--- config.mk ---
export PLATFORM = sky130hd
export DESIGN_NAME = slmac_core
export DESIGN_NICKNAME = d
export VERILOG_FILES = /design/src/rtl/slmac_pkg.sv /design/src/rtl/slmac_mul.sv /design/src/rtl/slmac_add.sv /design/src/rtl/slmac_core.sv
export SDC_FILE = /design/constraint.sdc
export NUM_CORES = 1
export LEC_CHECK = 0
export ABC_AREA = 1
export CORE_MARGIN = 1
export CORE_UTILIZATION = 50
export DETAILED_ROUTE_END_ITERATION = 8
export PLACE_DENSITY_LB_ADDON = 0.15
export SLEW_MARGIN = 10
export SYNTH_ARGS = -nofsm -noshare
export SYNTH_HDL_FRONTEND = slang
export SYNTH_SLANG_ARGS = --single-unit
--- constraint.sdc ---
create_clock -name clk -period 11.3 [get_ports clk]
set_input_delay 3.39 -clock clk [delete_from_list [all_inputs] [get_ports clk]]
set_output_delay 3.39 -clock clk [all_outputs]
set_load 0.02 [all_outputs]
--- src/rtl/slmac_pkg.sv ---
package slmac_pkg;
    timeunit 1ns;
    timeprecision 1ps;

    localparam int LOG_W = 8;
    localparam logic [LOG_W-1:0] ZERO_IDX = '1;
    localparam int MAX_IDX = (1 << LOG_W) - 2;

    typedef struct packed {
        logic             sgn;
        logic [LOG_W-1:0] idx;
    } slog_t;

    localparam slog_t ZERO_VAL = '{sgn: 1'b0, idx: ZERO_IDX};

    // d^k in Q16 by repeated truncating multiplication
    function automatic longint pow_q16(input int k, input int unsigned dq);
        longint p;
        p = 65536;
        for (int i = 0; i < 256; i++)
            if (i < k) p = (p * dq) >> 16;
        return p;
    endfunction

    // steps that 1 + d^k can shrink by d while staying >= 1
    function automatic int unsigned corr_add(input int k, input int unsigned dq);
        longint v;
        longint nv;
        int unsigned c;
        logic go;
        v  = 65536 + pow_q16(k, dq);
        c  = 0;
        go = 1'b1;
        for (int i = 0; i < 255; i++) begin
            nv = (v * dq) >> 16;
            if (go && nv >= 65536) begin
                v = nv;
                c++;
            end else begin
                go = 1'b0;
            end
        end
        return c;
    endfunction

    // steps that 1 can shrink by d while staying >= 1 - d^k
    function automatic int unsigned corr_sub(input int k, input int unsigned dq);
        longint w;
        longint m;
        longint nm;
        int unsigned c;
        logic go;
        w  = 65536 - pow_q16(k, dq);
        m  = 65536;
        c  = 0;
        go = (k != 0);
        for (int i = 0; i < 255; i++) begin
            nm = (m * dq) >> 16;
            if (go && nm >= w) begin
                m = nm;
                c++;
            end else begin
                go = 1'b0;
            end
        end
        return c;
    endfunction
endpackage

--- src/rtl/slmac_mul.sv ---
module slmac_mul
    import slmac_pkg::*;
(
    input  slog_t a,
    input  slog_t b,
    output slog_t p
);
    timeunit 1ns;
    timeprecision 1ps;

    logic [LOG_W:0] idx_sum;

    always_comb begin
        idx_sum = {1'b0, a.idx} + {1'b0, b.idx};
        if (a.idx == ZERO_IDX || b.idx == ZERO_IDX || idx_sum > (LOG_W+1)'(MAX_IDX))
            p = ZERO_VAL;
        else
            p = '{sgn: a.sgn ^ b.sgn, idx: idx_sum[LOG_W-1:0]};
    end
endmodule

--- src/rtl/slmac_add.sv ---
module slmac_add
    import slmac_pkg::*;
#(
    parameter int unsigned D_Q16 = 60293,
    parameter int          TBL_N = 64
) (
    input  slog_t x,
    input  slog_t y,
    output slog_t s,
    output logic  clamp
);
    timeunit 1ns;
    timeprecision 1ps;

    localparam int TBL_AW = $clog2(TBL_N);

    logic [LOG_W-1:0] add_tbl [TBL_N];
    logic [LOG_W-1:0] sub_tbl [TBL_N];

    for (genvar g = 0; g < TBL_N; g++) begin : g_tbl
        assign add_tbl[g] = LOG_W'(corr_add(g, D_Q16));
        assign sub_tbl[g] = LOG_W'(corr_sub(g, D_Q16));
    end

    slog_t            hi_mag;
    slog_t            lo_mag;
    logic [LOG_W-1:0] gap;
    logic [LOG_W-1:0] corr;
    logic             in_window;
    logic [LOG_W:0]   widened;

    always_comb begin
        if (x.idx <= y.idx) begin
            hi_mag = x;
            lo_mag = y;
        end else begin
            hi_mag = y;
            lo_mag = x;
        end
        gap       = lo_mag.idx - hi_mag.idx;
        in_window = (gap < LOG_W'(TBL_N));
        corr      = '0;
        if (in_window)
            corr = (x.sgn == y.sgn) ? add_tbl[gap[TBL_AW-1:0]] : sub_tbl[gap[TBL_AW-1:0]];
        widened = {1'b0, hi_mag.idx} + {1'b0, corr};
        clamp   = 1'b0;
        s       = ZERO_VAL;
        if (x.idx == ZERO_IDX) begin
            s = y;
        end else if (y.idx == ZERO_IDX) begin
            s = x;
        end else if (x.sgn == y.sgn) begin
            s.sgn = x.sgn;
            if (corr > hi_mag.idx) begin
                s.idx = '0;
                clamp = 1'b1;
            end else begin
                s.idx = hi_mag.idx - corr;
            end
        end else if (gap != '0 && widened <= (LOG_W+1)'(MAX_IDX)) begin
            s = '{sgn: hi_mag.sgn, idx: widened[LOG_W-1:0]};
        end
        if (s.idx == ZERO_IDX)
            s.sgn = 1'b0;
    end
endmodule

--- src/rtl/slmac_core.sv ---
module slmac_core
    import slmac_pkg::*;
#(
    parameter int unsigned D_Q16 = 60293,
    parameter int          TBL_N = 64
) (
    input  logic             clk,
    input  logic             rst,
    input  logic             clr,
    input  logic             in_valid,
    input  logic             data_sgn,
    input  logic [LOG_W-1:0] data_idx,
    input  logic             coef_sgn,
    input  logic [LOG_W-1:0] coef_idx,
    output logic             out_valid,
    output logic             acc_sgn,
    output logic [LOG_W-1:0] acc_idx,
    output logic             acc_ovf
);
    timeunit 1ns;
    timeprecision 1ps;

    slog_t acc_q;
    slog_t prod;
    slog_t base;
    slog_t sum;
    logic  sum_clamp;
    logic  ovf_q;
    logic  vld_q;

    slmac_mul u_mul (
        .a ('{sgn: data_sgn, idx: data_idx}),
        .b ('{sgn: coef_sgn, idx: coef_idx}),
        .p (prod)
    );

    assign base = clr ? ZERO_VAL : acc_q;

    slmac_add #(.D_Q16(D_Q16), .TBL_N(TBL_N)) u_add (
        .x     (base),
        .y     (prod),
        .s     (sum),
        .clamp (sum_clamp)
    );

    always_ff @(posedge clk) begin
        if (rst) begin
            acc_q <= ZERO_VAL;
            ovf_q <= 1'b0;
            vld_q <= 1'b0;
        end else begin
            vld_q <= in_valid;
            if (in_valid) begin
                acc_q <= sum;
                ovf_q <= (ovf_q & ~clr) | sum_clamp;
            end else if (clr) begin
                acc_q <= ZERO_VAL;
                ovf_q <= 1'b0;
            end
        end
    end

    assign out_valid = vld_q;
    assign acc_sgn   = acc_q.sgn;
    assign acc_idx   = acc_q.idx;
    assign acc_ovf   = ovf_q;
endmodule

### Word level (Yosys, flattened, before mapping)

Memories as Yosys holds them, arrays and structs flattened.
Index checks and enable logic that the tools add are counted.

| cells by class | value |
|---|---|
| $add $sub $neg | 4 |
| $lt $le $gt $ge | 6 |
| equal/unequal tests | 6 |
| multiplexer cells | 23 |
| bitwise operators | 5 |
| reductions and logical operators | 5 |

Operator list:

| kind | number |
|---|---|
| 2-to-1 mux 9 bit | 8 |
| 2-to-1 mux 8 bit | 8 |
| == test 8 bit, second input constant | 5 |
| adder 8 x 8 -> 9 bit | 2 |
| subtractor 8 bit | 2 |
| greater-than comparator 9 x 8 -> 1 bit, second input constant | 1 |
| less-or-equal comparator 9 x 8 -> 1 bit, second input constant | 1 |
| greater-than comparator 8 bit | 1 |
| less-or-equal comparator 8 bit | 1 |
| < comparator 8 x 7 -> 1 bit, second input constant | 1 |
| nonzero test 8 bit | 1 |
| >= comparator 7 bit, second input constant | 1 |
| 2-to-1 mux 1 bit | 7 |
| NOT 6 -> 7 bit | 1 |
| logical OR 1 bit | 2 |
| nonzero test 2 bit | 1 |
| AND 1 bit | 1 |
| == test 1 bit | 1 |
| logical AND 1 bit | 1 |
| NOT 1 bit | 1 |
| bitwise OR 1 bit | 1 |
| bitwise XOR 1 bit | 1 |

| storage, ports and cells | value |
|---|---|
| register bits | 11 |
| memory bits (read-only) | 1024 |
| output and inout port bits | 11 |
| word-level logic and storage cells | 55 |
| memories kept | 2 |

Memories:

| name | depth | width | rd ports | clocked after memory_dff | wr ports | RTL line | RTL |
|---|---|---|---|---|---|---|---|
| (name not given) | 64 | 8 | 1 | 0 | 0 | slmac_add.sv:44 | `corr = (x.sgn == y.sgn) ? add_tbl[gap[TBL_AW-1:0]] : sub_tbl[gap[TBL_AW-1:0]];` |
| (name not given) | 64 | 8 | 1 | 0 | 0 | slmac_add.sv:44 |  |

### Logic depth before layout (Yosys ltp)

| depth | value |
|---|---|
| word-level depth | 23 |
| depth in mapped cells | 56 |
| mapped depth without buffers | 55 |

### By module

Synthesis repeated with hierarchy kept, for this count alone.

| unflattened totals | value |
|---|---|
| cells, all modules | 549 |
| area total of the unflattened synthesis | 3129.3 um^2 |

Modules (own cells, without submodules):

| module | instances | cells each | area each (um^2) |
|---|---|---|---|
| slmac_add | 1 | 378 | 2097.0 |
| slmac_mul | 1 | 90 | 523.0 |
| slmac_core | 1 | 81 | 509.2 |

### Least setup slack after synthesis

Ideal clock, no wire load.

| timing path | value |
|---|---|
| kind | input to register |
| start | in data_idx[0] |
| end | reg acc_q (netlist bit acc_sgn) |
| setup time | 0.126 ns |
| arrival time | 9.523 ns |
| data required time | 11.174 ns |
| slack | 1.651 ns |
| cell stages on the path | 50 |
| cell sequence | ha_1 -> fa_1 -> nand2_1 -> nand2_1 -> nand3_2 -> nand2_1 -> nand2_2 -> nand2_1 -> nor2_2 -> nand2_4 -> nand2_4 -> buf_12 -> nor2_4 -> ha_1 -> nand2_1 -> nor3_2 -> nand2_1 -> a21oi_4 -> (+14 left out) -> a21oi_1 -> ha_1 -> inv_1 -> fa_1 -> o31ai_1 -> xor2_1 -> nor4_2 -> a31oi_4 -> nand2_2 -> nand2_2 -> nand2_1 -> nand2_1 -> nand2_1 -> nand2_1 -> nor2_1 -> nand2_1 -> nand2_1 -> a21oi_2 |

| between the ends | value |
|---|---|
| cells in the longest elaborated chain, start to end | 23 |
| elaborated cells on any way between the ends | 36 |
| those cells by class | add/sub: 4; order compare: 5; eq/ne: 4; mux: 16; bitwise: 1; reduce/logical: 4; memory: 2 |

RTL lines:

| what | RTL line | RTL |
|---|---|---|
| start: declaration | slmac_core.sv:12 | `input logic [LOG_W-1:0] data_idx,` |
| adder 8 x 8 -> 9 bit or == test 8 bit (tied branches) | slmac_mul.sv:14, slmac_mul.sv:15 |  |
| greater-than comparator 9 x 8 -> 1 bit or logical OR 1 bit (tied branches) | slmac_mul.sv:15 | `if (a.idx == ZERO_IDX \|\| b.idx == ZERO_IDX \|\| idx_sum > (LOG_W+1)'(MAX_IDX))` |
| logical OR 1 bit | slmac_mul.sv:15 |  |
| 2-to-1 mux 9 bit * | slmac_mul.sv:15 |  |
| less-or-equal comparator 8 bit | slmac_add.sv:33 | `if (x.idx <= y.idx) begin` |
| 2-to-1 mux 8 bit or 2-to-1 mux 9 bit (tied branches) | slmac_add.sv:33 |  |
| subtractor 8 bit | slmac_add.sv:40 | `gap = lo_mag.idx - hi_mag.idx;` |
| NOT 6 -> 7 bit (not written as such) | slmac_add.sv:44 |  |
| (+7 left out) | -- |  |
| logical AND 1 bit | slmac_add.sv:60 | `end else if (gap != '0 && widened <= (LOG_W+1)'(MAX_IDX)) begin` |
| 2-to-1 mux 9 bit | slmac_add.sv:60 |  |
| 2-to-1 mux 9 bit | slmac_add.sv:52 | `end else if (x.sgn == y.sgn) begin` |
| 2-to-1 mux 9 bit | slmac_add.sv:50 | `end else if (y.idx == ZERO_IDX) begin` |
| 2-to-1 mux 9 bit * | slmac_add.sv:48 | `if (x.idx == ZERO_IDX) begin` |
| == test 8 bit | slmac_add.sv:63 | `if (s.idx == ZERO_IDX)` |
| 2-to-1 mux 1 bit * | slmac_add.sv:63 |  |
| 2-to-1 mux 9 bit * | slmac_core.sv:53 | `if (in_valid) begin` |
| end signal: assignment | slmac_core.sv:54 | `acc_q <= sum;` |
| end: declaration | slmac_core.sv:23 | `slog_t acc_q;` |

Mark *: on every way between the ends. The rest lies on a longest branch, timed or not. The select of a mux whose other input is x is not followed.
A chain may end at the register's enable or synchronous reset.

### Worst setup path in the final report

Ends and elaborated chain as after synthesis.

==> impl_metrics.csv <==
group,metric,value,unit
timing,worst_slew_pin_slew,0.5854,ns
flow_run,maxCapViolCount,0,
run_status,violations,"DRC",
setup_path,crit_required,11.41,ns
floorplan,die_area,6346,um^2
global_routing,gr-usage-all-layers,0.2581,
synth,netlist_area,3015,um^2
synth,synth_most_common_cell,"nand2_1",
final_layout,drive_gt1_frac,0.1257,
power_and_ir_drop,finalPower,0.6877,mW
synth,synth_edf_count,0,
placed_design,dp_slack,0.3046,ns
route,first_iter_violations,232,
synth,yosys-top-cells-count,"nand2_1, inv_1, nor2_1",
global_routing,grt_pass1_vias,3078,
power_and_ir_drop,vdd.ir_drop.worst,0.1334,mV
setup_path,path_buf_inv,8,
setup_path,start_kind,"input pin",
setup_path,timing.rr.start,"acc_idx[4]",
placed_design,dp.cells,614,
route,antenna_left,0,
timing,finalMaxSlewViolations,0,
placed_design,portBuffers,32,
cts,ctsHoldBuffers,0,
synth,syn_nets,571,
placed_design,post_dp_cell_area,3391,um^2
global_routing,antenna_found_initial,0,
synth,syn_area_per_cell,5.844,um^2
timing,setup_ws,0.7348,ns
timing,max_slew_margin,0.6085,
min_path,min_path_type,"flip-flop to flip-flop",
setup_path,critical_path_class,"input pin to flip-flop",
route,vias,3330,
synth,synth_top_area_cell,"nand2_1",
timing,period_needed,10.57,ns
final_layout,area_growth,15.44,%
cts,root_buffer,"clkbuf_8",
timing,hold_violations,0,
final_layout,design_area,3481,um^2
global_routing,grt_overflow,0,
route,drcViolationCount,1,
cts,clock_path_buffers,2,
cts,cts_num_sinks,11,
floorplan,initial_core_util,0.5313,
global_routing,grt_first_pass_wirelength,13500,um
floorplan,fp-row-count,27,
final_layout,diodes,0,
synth,syn_inst,516,
setup_path,end_kind,"flip-flop",
synth,yosys.area.top_type_share,0.1618,
synth,ys_types,46,
placed_design,place_congestion,1.061,
cts,clock_latency,0.24,ns
min_path,hold_path.startpoint,"acc_ovf",
setup_path,slowest_delay,0.44,ns
setup_path,cp.arrival,10.68,ns
cts,cts_buffers,3,
setup_path,cp_common_cell,"nand2_1",
global_routing,grt_max_degree,20,
cts,cts_tree,"done",
floorplan,core-area,5675,um^2
timing,fin_crit_sh,0.9350,
power_and_ir_drop,cellPowerDensity,197.6,nW/um^2
timing,finalSetupViolCount,0,
synth,ys_ff_latch,11,
setup_path,cp_max_fo,10,
final_layout,fin_nets,605,
synth,async_reset_ff_frac,0,
setup_path,path_delay_family,"simple AND/OR/NAND/NOR gates",
synth,yosys-top-cells-area,"nand2_1, ha_1, inv_1",
placed_design,hpwl,6484,um
final_layout,final_util,0.6133,
timing,fmax,0.09465,GHz
timing,setup_tns,0,ns
synth,synth_flop_cell,"dfxtp_1",
cts,htree_levels,1,
cts,path_clk_slew,0.05,ns
synth,yosys_warnings,0,
timing,skew,0.007303,ns
floorplan,die_h,79.66,um
floorplan,die_w,79.66,um
setup_path,cp_slowest_cell,"fa_1",
route,vias_per_cell,5.362,
floorplan,io_pins,33,
synth,ys_seq_area_frac,0.07303,
route,firstDrtPassIters,7,
run_status,status,"finished with violations",
timing,whs,0.4899,ns
final_layout,final_cells,621,
route,routedWlPerCell,12.39,um
setup_path,cp-startpoint,"data_idx[0]",
route,routed_wl,7692,um
power_and_ir_drop,p_leak,1.753,nW
sequential cells by signal (all words and copies together), names as in the netlist:
register	flops
out_valid	1
acc_idx	8
acc_sgn	1
acc_ovf	1
worst reg2reg max path, delay by kind of cell (launching register included):
kind	cells	cell delay (ns)
flops	1	0.30
compound gates	8	1.40
buf+inv	5	0.51
xor+xnor	2	0.38
fa+ha+maj	4	1.23
simple gates	18	2.03
logic make-up after synthesis:
| group | after synthesis | synth area share |
|---|---|---|
| AND/OR/NAND/NOR | 279 | 0.4432 |
| buffers and inverters | 101 | 0.1344 |
| AO/OA/AOI/OAI | 83 | 0.1763 |
| adder cells (fa/ha/maj) | 33 | 0.1444 |
| flip-flops | 11 | 0.07303 |
| XOR/XNOR | 9 | 0.02863 |
per-layer routing:
layer | global-route usage | vias to the layer above | routed length, um
met1 | 0.3452 | 1491 | 3653
met5 | 0 | - | 0
met3 | 0.02857 | 10 | 390
met2 | 0.4479 | 98 | 3566
li1 | - | 1731 | -
met4 | 0.04000 | 0 | 82
final cells by class:
| class | instances | area, um^2 |
|---|---|---|
| fillers | 544 | 2195 |
| inverters | 92 | 347.8 |
| multi-input cells | 404 | 2412 |
| well taps | 72 | 90.09 |
| repair buffers | 38 | 365.4 |
| flip-flops and latches | 11 | 220.2 |
| clock buffers | 4 | 45.04 |
layout by cell type (no fill, tap or decap), types with 4 or more instances in the layout:
cell	synthesis	final
nand4_1	10	10
nor3_1	9	8
xor2_1	5	5
buf_4	0	6
a21oi_2	5	5
nand3_2	7	7
nor2_4	4	4
o211ai_1	11	11
ha_1	30	29
inv_2	5	6
nand2_2	15	15
clkdlybuf4s50_1	0	32
nand2_1	130	130
o21ai_0	20	19
nor2_1	52	52
a21oi_1	34	34
dfxtp_1	11	11
inv_1	83	82
nand3b_1	4	4
nand3_1	33	33
power by group:
| group | leakage (nW) | internal (mW) | switching [mW] |
|---|---|---|---|
| clock network | 0.0228 | 0.0248 | 0.0145 |
| registers | 0.0911 | 0.0429 | 0.00182 |
| logic | 1.64 | 0.221 | 0.383 |
| total | 1.75 | 0.288 | 0.399 |
what timing repair did:
item	CTS	global route
resized for setup	0	7
setup endpoints to repair	0	9
buffers inserted	0	3
final timing paths:
check                 end  slack [ns]  depth (start not counted)
hold reg to reg   acc_ovf        0.49                          2
setup reg to reg  acc_sgn        5.30                         37
setup / recovery  acc_sgn        0.73                         50
hold / removal    acc_ovf        0.49                          2
No activity file was read; power rests on OpenSTA's default activity.
